<file path="src/rtl/nmi_pkg.sv">
package nmi_pkg;

    localparam int unsigned PRIO_W    = 5;
    localparam logic [PRIO_W-1:0] NMI_LEVEL = 5'd16;

    typedef struct packed {
        logic edge_rise;
        logic mask_all;
        logic blk_en;
    } nmi_ctl_t;

    function automatic logic edge_hit(input logic rise_mode, input logic cur, input logic old);
        return rise_mode ? (cur & ~old) : (~cur & old);
    endfunction

    function automatic logic gate_open(input logic mask_all, input logic blk_en,
                                       input logic sr_block, input logic sleep_mode);
        return ~mask_all & (blk_en | ~sr_block | sleep_mode);
    endfunction

endpackage

</file>
<file path="src/rtl/nmi_sync.sv">
module nmi_sync #(
    parameter int unsigned STAGES = 2
) (
    input  logic clk,
    input  logic rst,
    input  logic pin,
    output logic cur,
    output logic old
);
    logic [STAGES-1:0] chain;
    logic              old_q;

    always_ff @(posedge clk) begin
        if (rst) begin
            chain <= '0;
            old_q <= 1'b0;
        end else begin
            chain <= {chain[STAGES-2:0], pin};
            old_q <= chain[STAGES-1];
        end
    end

    assign cur = chain[STAGES-1];
    assign old = old_q;
endmodule

</file>
<file path="src/rtl/nmi_edge_blank.sv">
module nmi_edge_blank #(
    parameter int unsigned BLANK_CYC = 20
) (
    input  logic clk,
    input  logic rst,
    input  logic ctl_we,
    input  logic wr_rise,
    input  logic cur,
    input  logic old,
    output logic edge_rise,
    output logic det
);
    localparam int unsigned CNT_W = $clog2(BLANK_CYC + 1);

    logic [CNT_W-1:0] blank_cnt;
    logic             pol_change;

    assign pol_change = ctl_we && (wr_rise != edge_rise);

    always_ff @(posedge clk) begin
        if (rst) begin
            edge_rise <= 1'b0;
            blank_cnt <= '0;
        end else begin
            if (ctl_we)
                edge_rise <= wr_rise;
            if (pol_change)
                blank_cnt <= CNT_W'(BLANK_CYC);
            else if (blank_cnt != '0)
                blank_cnt <= blank_cnt - CNT_W'(1);
        end
    end

    assign det = (blank_cnt == '0) && nmi_pkg::edge_hit(edge_rise, cur, old);

    AST_BLANK_RELOAD: assert property (@(posedge clk) disable iff (rst)
        pol_change |=> (blank_cnt == CNT_W'(BLANK_CYC)));
    AST_SAME_POL_NO_WINDOW: assert property (@(posedge clk) disable iff (rst)
        (ctl_we && !pol_change && blank_cnt == '0) |=> (blank_cnt == '0));
    AST_WINDOW_SHRINKS: assert property (@(posedge clk) disable iff (rst)
        (!pol_change && blank_cnt != '0) |=> (blank_cnt == $past(blank_cnt) - CNT_W'(1)));
endmodule

</file>
<file path="src/rtl/nmi_accept.sv">
module nmi_accept
    import nmi_pkg::*;
(
    input  logic              clk,
    input  logic              rst,
    input  logic              det,
    input  logic              ack,
    input  logic              ctl_we,
    input  logic              wr_mask_all,
    input  logic              wr_blk_en,
    input  logic              sr_block,
    input  logic              sleep_mode,
    output logic              nmi_req,
    output logic [PRIO_W-1:0] nmi_level,
    output logic              nmi_notify,
    output logic              mask_others
);
    logic mask_all, blk_en, pend, req_d;

    always_ff @(posedge clk) begin
        if (rst) begin
            mask_all <= 1'b0;
            blk_en   <= 1'b0;
            pend     <= 1'b0;
            req_d    <= 1'b0;
        end else begin
            if (ctl_we) begin
                mask_all <= wr_mask_all;
                blk_en   <= wr_blk_en;
            end
            pend  <= det | (pend & ~ack);
            req_d <= nmi_req;
        end
    end

    assign nmi_req     = pend & gate_open(mask_all, blk_en, sr_block, sleep_mode);
    assign nmi_notify  = nmi_req & ~req_d;
    assign mask_others = sr_block & blk_en;
    assign nmi_level   = nmi_req ? NMI_LEVEL : '0;

    AST_EDGE_SETS_PEND: assert property (@(posedge clk) disable iff (rst)
        det |=> pend);
    AST_HOLD_UNTIL_ACK: assert property (@(posedge clk) disable iff (rst)
        (pend && !ack) |=> pend);
    AST_ACK_CLEARS: assert property (@(posedge clk) disable iff (rst)
        (ack && !det) |=> !pend);
    AST_NOTIFY_SINGLE: assert property (@(posedge clk) disable iff (rst)
        nmi_notify |=> !nmi_notify);
    AST_NOTIFY_ON_RISE: assert property (@(posedge clk) disable iff (rst)
        $rose(nmi_req) |-> nmi_notify);
    AST_MASK_ALL_HOLDS: assert property (@(posedge clk) disable iff (rst)
        mask_all |-> !nmi_req);
endmodule

</file>
<file path="src/rtl/nmi_gate.sv">
module nmi_gate
    import nmi_pkg::*;
#(
    parameter int unsigned SYNC_STAGES = 2,
    parameter int unsigned BLANK_CYC   = 20
) (
    input  logic              clk,
    input  logic              rst,
    input  logic              nmi_pin,
    input  logic              ctl_we,
    input  logic              ctl_edge_rise,
    input  logic              ctl_mask_all,
    input  logic              ctl_blk_en,
    input  logic              sr_block,
    input  logic              sleep_mode,
    input  logic              nmi_ack,
    output logic              nmi_req,
    output logic [PRIO_W-1:0] nmi_level,
    output logic              nmi_notify,
    output logic              mask_others
);
    nmi_ctl_t wr_ctl;
    logic     pin_cur, pin_old, edge_rise, det;

    assign wr_ctl = '{edge_rise: ctl_edge_rise, mask_all: ctl_mask_all, blk_en: ctl_blk_en};

    nmi_sync #(.STAGES(SYNC_STAGES)) u_sync (
        .clk (clk),
        .rst (rst),
        .pin (nmi_pin),
        .cur (pin_cur),
        .old (pin_old)
    );

    nmi_edge_blank #(.BLANK_CYC(BLANK_CYC)) u_edge (
        .clk       (clk),
        .rst       (rst),
        .ctl_we    (ctl_we),
        .wr_rise   (wr_ctl.edge_rise),
        .cur       (pin_cur),
        .old       (pin_old),
        .edge_rise (edge_rise),
        .det       (det)
    );

    nmi_accept u_acc (
        .clk         (clk),
        .rst         (rst),
        .det         (det),
        .ack         (nmi_ack),
        .ctl_we      (ctl_we),
        .wr_mask_all (wr_ctl.mask_all),
        .wr_blk_en   (wr_ctl.blk_en),
        .sr_block    (sr_block),
        .sleep_mode  (sleep_mode),
        .nmi_req     (nmi_req),
        .nmi_level   (nmi_level),
        .nmi_notify  (nmi_notify),
        .mask_others (mask_others)
    );

    AST_OPPOSITE_EDGE_IGNORED: assert property (@(posedge clk) disable iff (rst)
        (edge_rise ? (!pin_cur && pin_old) : (pin_cur && !pin_old)) |-> !det);
    AST_LEVEL_TOP: assert property (@(posedge clk) disable iff (rst)
        nmi_req |-> (nmi_level == 5'd16));
endmodule

</file>
<file path="config.mk">
export PLATFORM = sky130hd
export DESIGN_NAME = nmi_gate
export DESIGN_NICKNAME = d
export VERILOG_FILES = /design/src/rtl/nmi_pkg.sv /design/src/rtl/nmi_sync.sv /design/src/rtl/nmi_edge_blank.sv /design/src/rtl/nmi_accept.sv /design/src/rtl/nmi_gate.sv
export SDC_FILE = /design/constraint.sdc
export NUM_CORES = 1
export LEC_CHECK = 0
export BUFFER_PORTS_ARGS = -buffer_cell sky130_fd_sc_hd__buf_2
export CAP_MARGIN = 20
export CORE_MARGIN = 2
export CORE_UTILIZATION = 42
export DETAILED_ROUTE_END_ITERATION = 7
export PLACE_DENSITY = 0.7
export SYNTH_ARGS = -nofsm -noshare
export SYNTH_HDL_FRONTEND = slang
export SYNTH_SLANG_ARGS = --single-unit
</file>
<file path="constraint.sdc">
create_clock -name clk -period 1.51 [get_ports clk]
set_input_delay 0.302 -clock clk [delete_from_list [all_inputs] [get_ports clk]]
set_output_delay 0.302 -clock clk [all_outputs]
set_load 0.005 [all_outputs]
</file>
==> results.yml <==
clocking:
  ctsHoldBuffers: 0
  ctsHtreeMaxLevel: 1
  clk_latency_ns: 0.28
  root_buffer: "clkbuf_4"
  clkTransAtPathRegs_ns: 0.08
  cts_tree: "yes"
  clock_path_buffers: 2
  postCtsSetupRepairBufs: 0
  numCtsBuffers: 3
  cts.sinks: 13
synthesis:
  synthSimpleGateAreaFrac_pct: 21.2
  synthAdderAreaFrac_pct: 2.12
  ys_warn_count: 0
  yosys.area.top_type_share_pct: 44.1
  yosys-mux-area-fraction_pct: 5.08
  synthXorXnorAreaFrac_pct: 4.45
  yosysSeqAreaShare_pct: 44.1
  synthDistinctLibCells: 25
  syn_inst: 64
  synth_flop_cell: "dfxtp_1"
  ys_seq_elements: 13
  synthTopCellsByCount: "13 x dfxtp_1, 7 x nor2_1, 6 x inv_1, 5 x buf_4, 4 x nand2b_1"
  avgSynthCellArea_um2: 9.23
  synth_edf_count: 0
  synth_area_um2: 591
  async_reset_ff_share_pct: 0
  yosysMostFrequentCell: "dfxtp_1"
  synth-compound-area-share_pct: 9.11
  synth_area_leader_cell: "dfxtp_1"
  ys_top_cells_by_area: "dfxtp_1 44%, buf_4 6.4%, mux2i_1 5.1%, nor2_1 4.4%, nand2b_1 4.2%"
  synth_top_family_by_area: "simple AND/OR/NAND/NOR gates"
worst_setup_path:
  crit_path_end_kind: "flip-flop"
  crit_required_ns: 1.69
  r2r_cells: 4
  critPathArrivalTime_ns: 1.62
  critPathKind: "flip-flop to flip-flop"
  critPathLaunchType: "flip-flop"
  path_max_fanout: 6
finish:
  instances_no_fill: 91
  final_layout_size_suffix_gt1_share_pct: 31.6
  nNetsFinal: 88
  num_antenna_cells: 0
  utilization_pct: 53.8
  finalInstanceArea_um2: 701
  fillers: 126
  syn2layout_area_growth_pct: 18.6
floorplan:
  rows: 13
  ios: 18
  die_h_um: 41.5
  die-width_um: 41.5
  core_um2: 1300
  start_util_pct: 45.4
  dieArea_um2: 1720
drt:
  wl_per_cell_um: 10.9
  postRouteAntennaNets: 0
  via_count: 445
  drt_pass1_iterations: 3
  drc: 0
  wl_um: 993
  drtIter0Drc: 3
  vias_per_cell: 4.89
sta:
  finalHoldViolCount: 0
  fmax_ghz: 0.692
  setup_viol: 0
  timing.final.crit_share_pct: 95.7
  drv_slew: 0
  fin_skew_ns: 0.00231
  final.setup.tns_ns: 0
  min_period_ns: 1.44
  rsz0062_at_grt: "no"
placed_design:
  io_buffers: 13
  place.gp.congestion: 0.705
  dp.cells: 87
  dp_hpwl_um: 745
  dpl-instance-area_um2: 657
global_route:
  grt_pass1_wl_mm: 1.65
  antenna_found_initial: 0
  grt_usage_pct: 11.9
  grt_max_degree: 15
  grt.overflow.total: 0
  grt_pass1_vias: 437
power:
  power_mw: 1.16
  ir_worst_vdd_mv: 0.724
  leakagePower_nw: 0.320
  power_density_nw_per_um2: 1660
min_path:
  whs_path_depth: 2
  hold_path.class: "input pin to flip-flop"
run_status:
  status: "complete, no violations"
run:
  drv_cap: 0
## layer usage
layer	track usage [%]	wire length (um)	vias up
met5	0	0	-
met4	5.81	10	0
met3	1.30	48	2
met2	21.9	527	13
met1	13.5	406	206
li1	-	-	224
## critical path: stages, from the launching register on
cell and delay [ns]:
dfxtp_2 0.34, inv_2 0.06, ha_4 0.13, or4b_4 0.52, a2111oi_4 0.30
## where the power goes
| group | switching, mW | total, mW | internal, mW |
|---|---|---|---|
| clock network | 0.109 | 0.212 | 0.103 |
| registers | 0.0613 | 0.478 | 0.417 |
| logic | 0.221 | 0.471 | 0.250 |
## metrics by stage
stage | hold slack [ns] | setup slack (ns)
CTS | 0.220 | 0.00217
global placement | 0.420 | 0.0595
floorplan | 0.359 | 0.0237
finish | 0.219 | 0.0655
global route | 0.214 | 0.00715
detailed placement | 0.432 | 0.0196
## flip-flops by register name, indices dropped and copies added (netlist names)
name	flops
u_edge.blank_cnt	5
u_sync.chain	2
u_acc.blk_en	1
u_acc.mask_all	1
u_acc.pend	1
u_acc.req_d	1
u_edge.edge_rise	1
u_sync.old	1
## cells in the final DEF (no fill, tap or decap)
cell type  instances
mux2i_1            3
xor2_1             1
or4b_4             1
nor2b_1            3
nor4_1             1
dfxtp_1           11
and2_1             2
inv_2              2
a2111oi_4          1
nor3_1             2
a31oi_1            1
o311ai_4           1
clkbuf_4           3
dfxtp_2            2
buf_2             13
conb_1             4
o32ai_1            1
a21oi_1            2
clkbuf_1           1
and3b_1            1
nand2b_1           4
nand2_1            1
inv_1              4
ha_4               1
nor2_1             7
o21ai_0            1
xnor2_1            2
## path summary, 6_finish.rpt
kind / to / slack [ns] / startpoint
min reg2reg: u_sync.chain[1] / 0.46 / u_sync.chain[0]
max reg2reg: u_edge.blank_cnt[1] / 0.07 / u_edge.blank_cnt[1]
min: u_acc.pend / 0.22 / nmi_ack
max: u_edge.blank_cnt[1] / 0.07 / u_edge.blank_cnt[1]
## kinds of logic after synthesis
logic type               after synthesis
AND/OR/NAND/NOR                       22
buffers and inverters                 14
flip-flops                            13
AO/OA/AOI/OAI                          7
XOR/XNOR                               3
multiplexers                           3
adder cells (fa/ha/maj)                1
other                                  1
## timing repair
item,in CTS,in global routing
setup endpoints to repair,3,4
resized for setup,1,1
pin swaps,0,2
gates cloned,0,0
hold endpoints to repair,0,0
## cell type report
cell class | count | area [um2] | area share [%]
repair buffers | 13 | 65.1 | 9.29
inverters | 6 | 22.5 | 3.21
clock buffers | 4 | 26.3 | 3.75
well taps | 15 | 18.8 | 2.68
multi-input cells | 40 | 305 | 43.6
flip-flops and latches | 13 | 263 | 37.5
(Power assumes the default switching activity.)
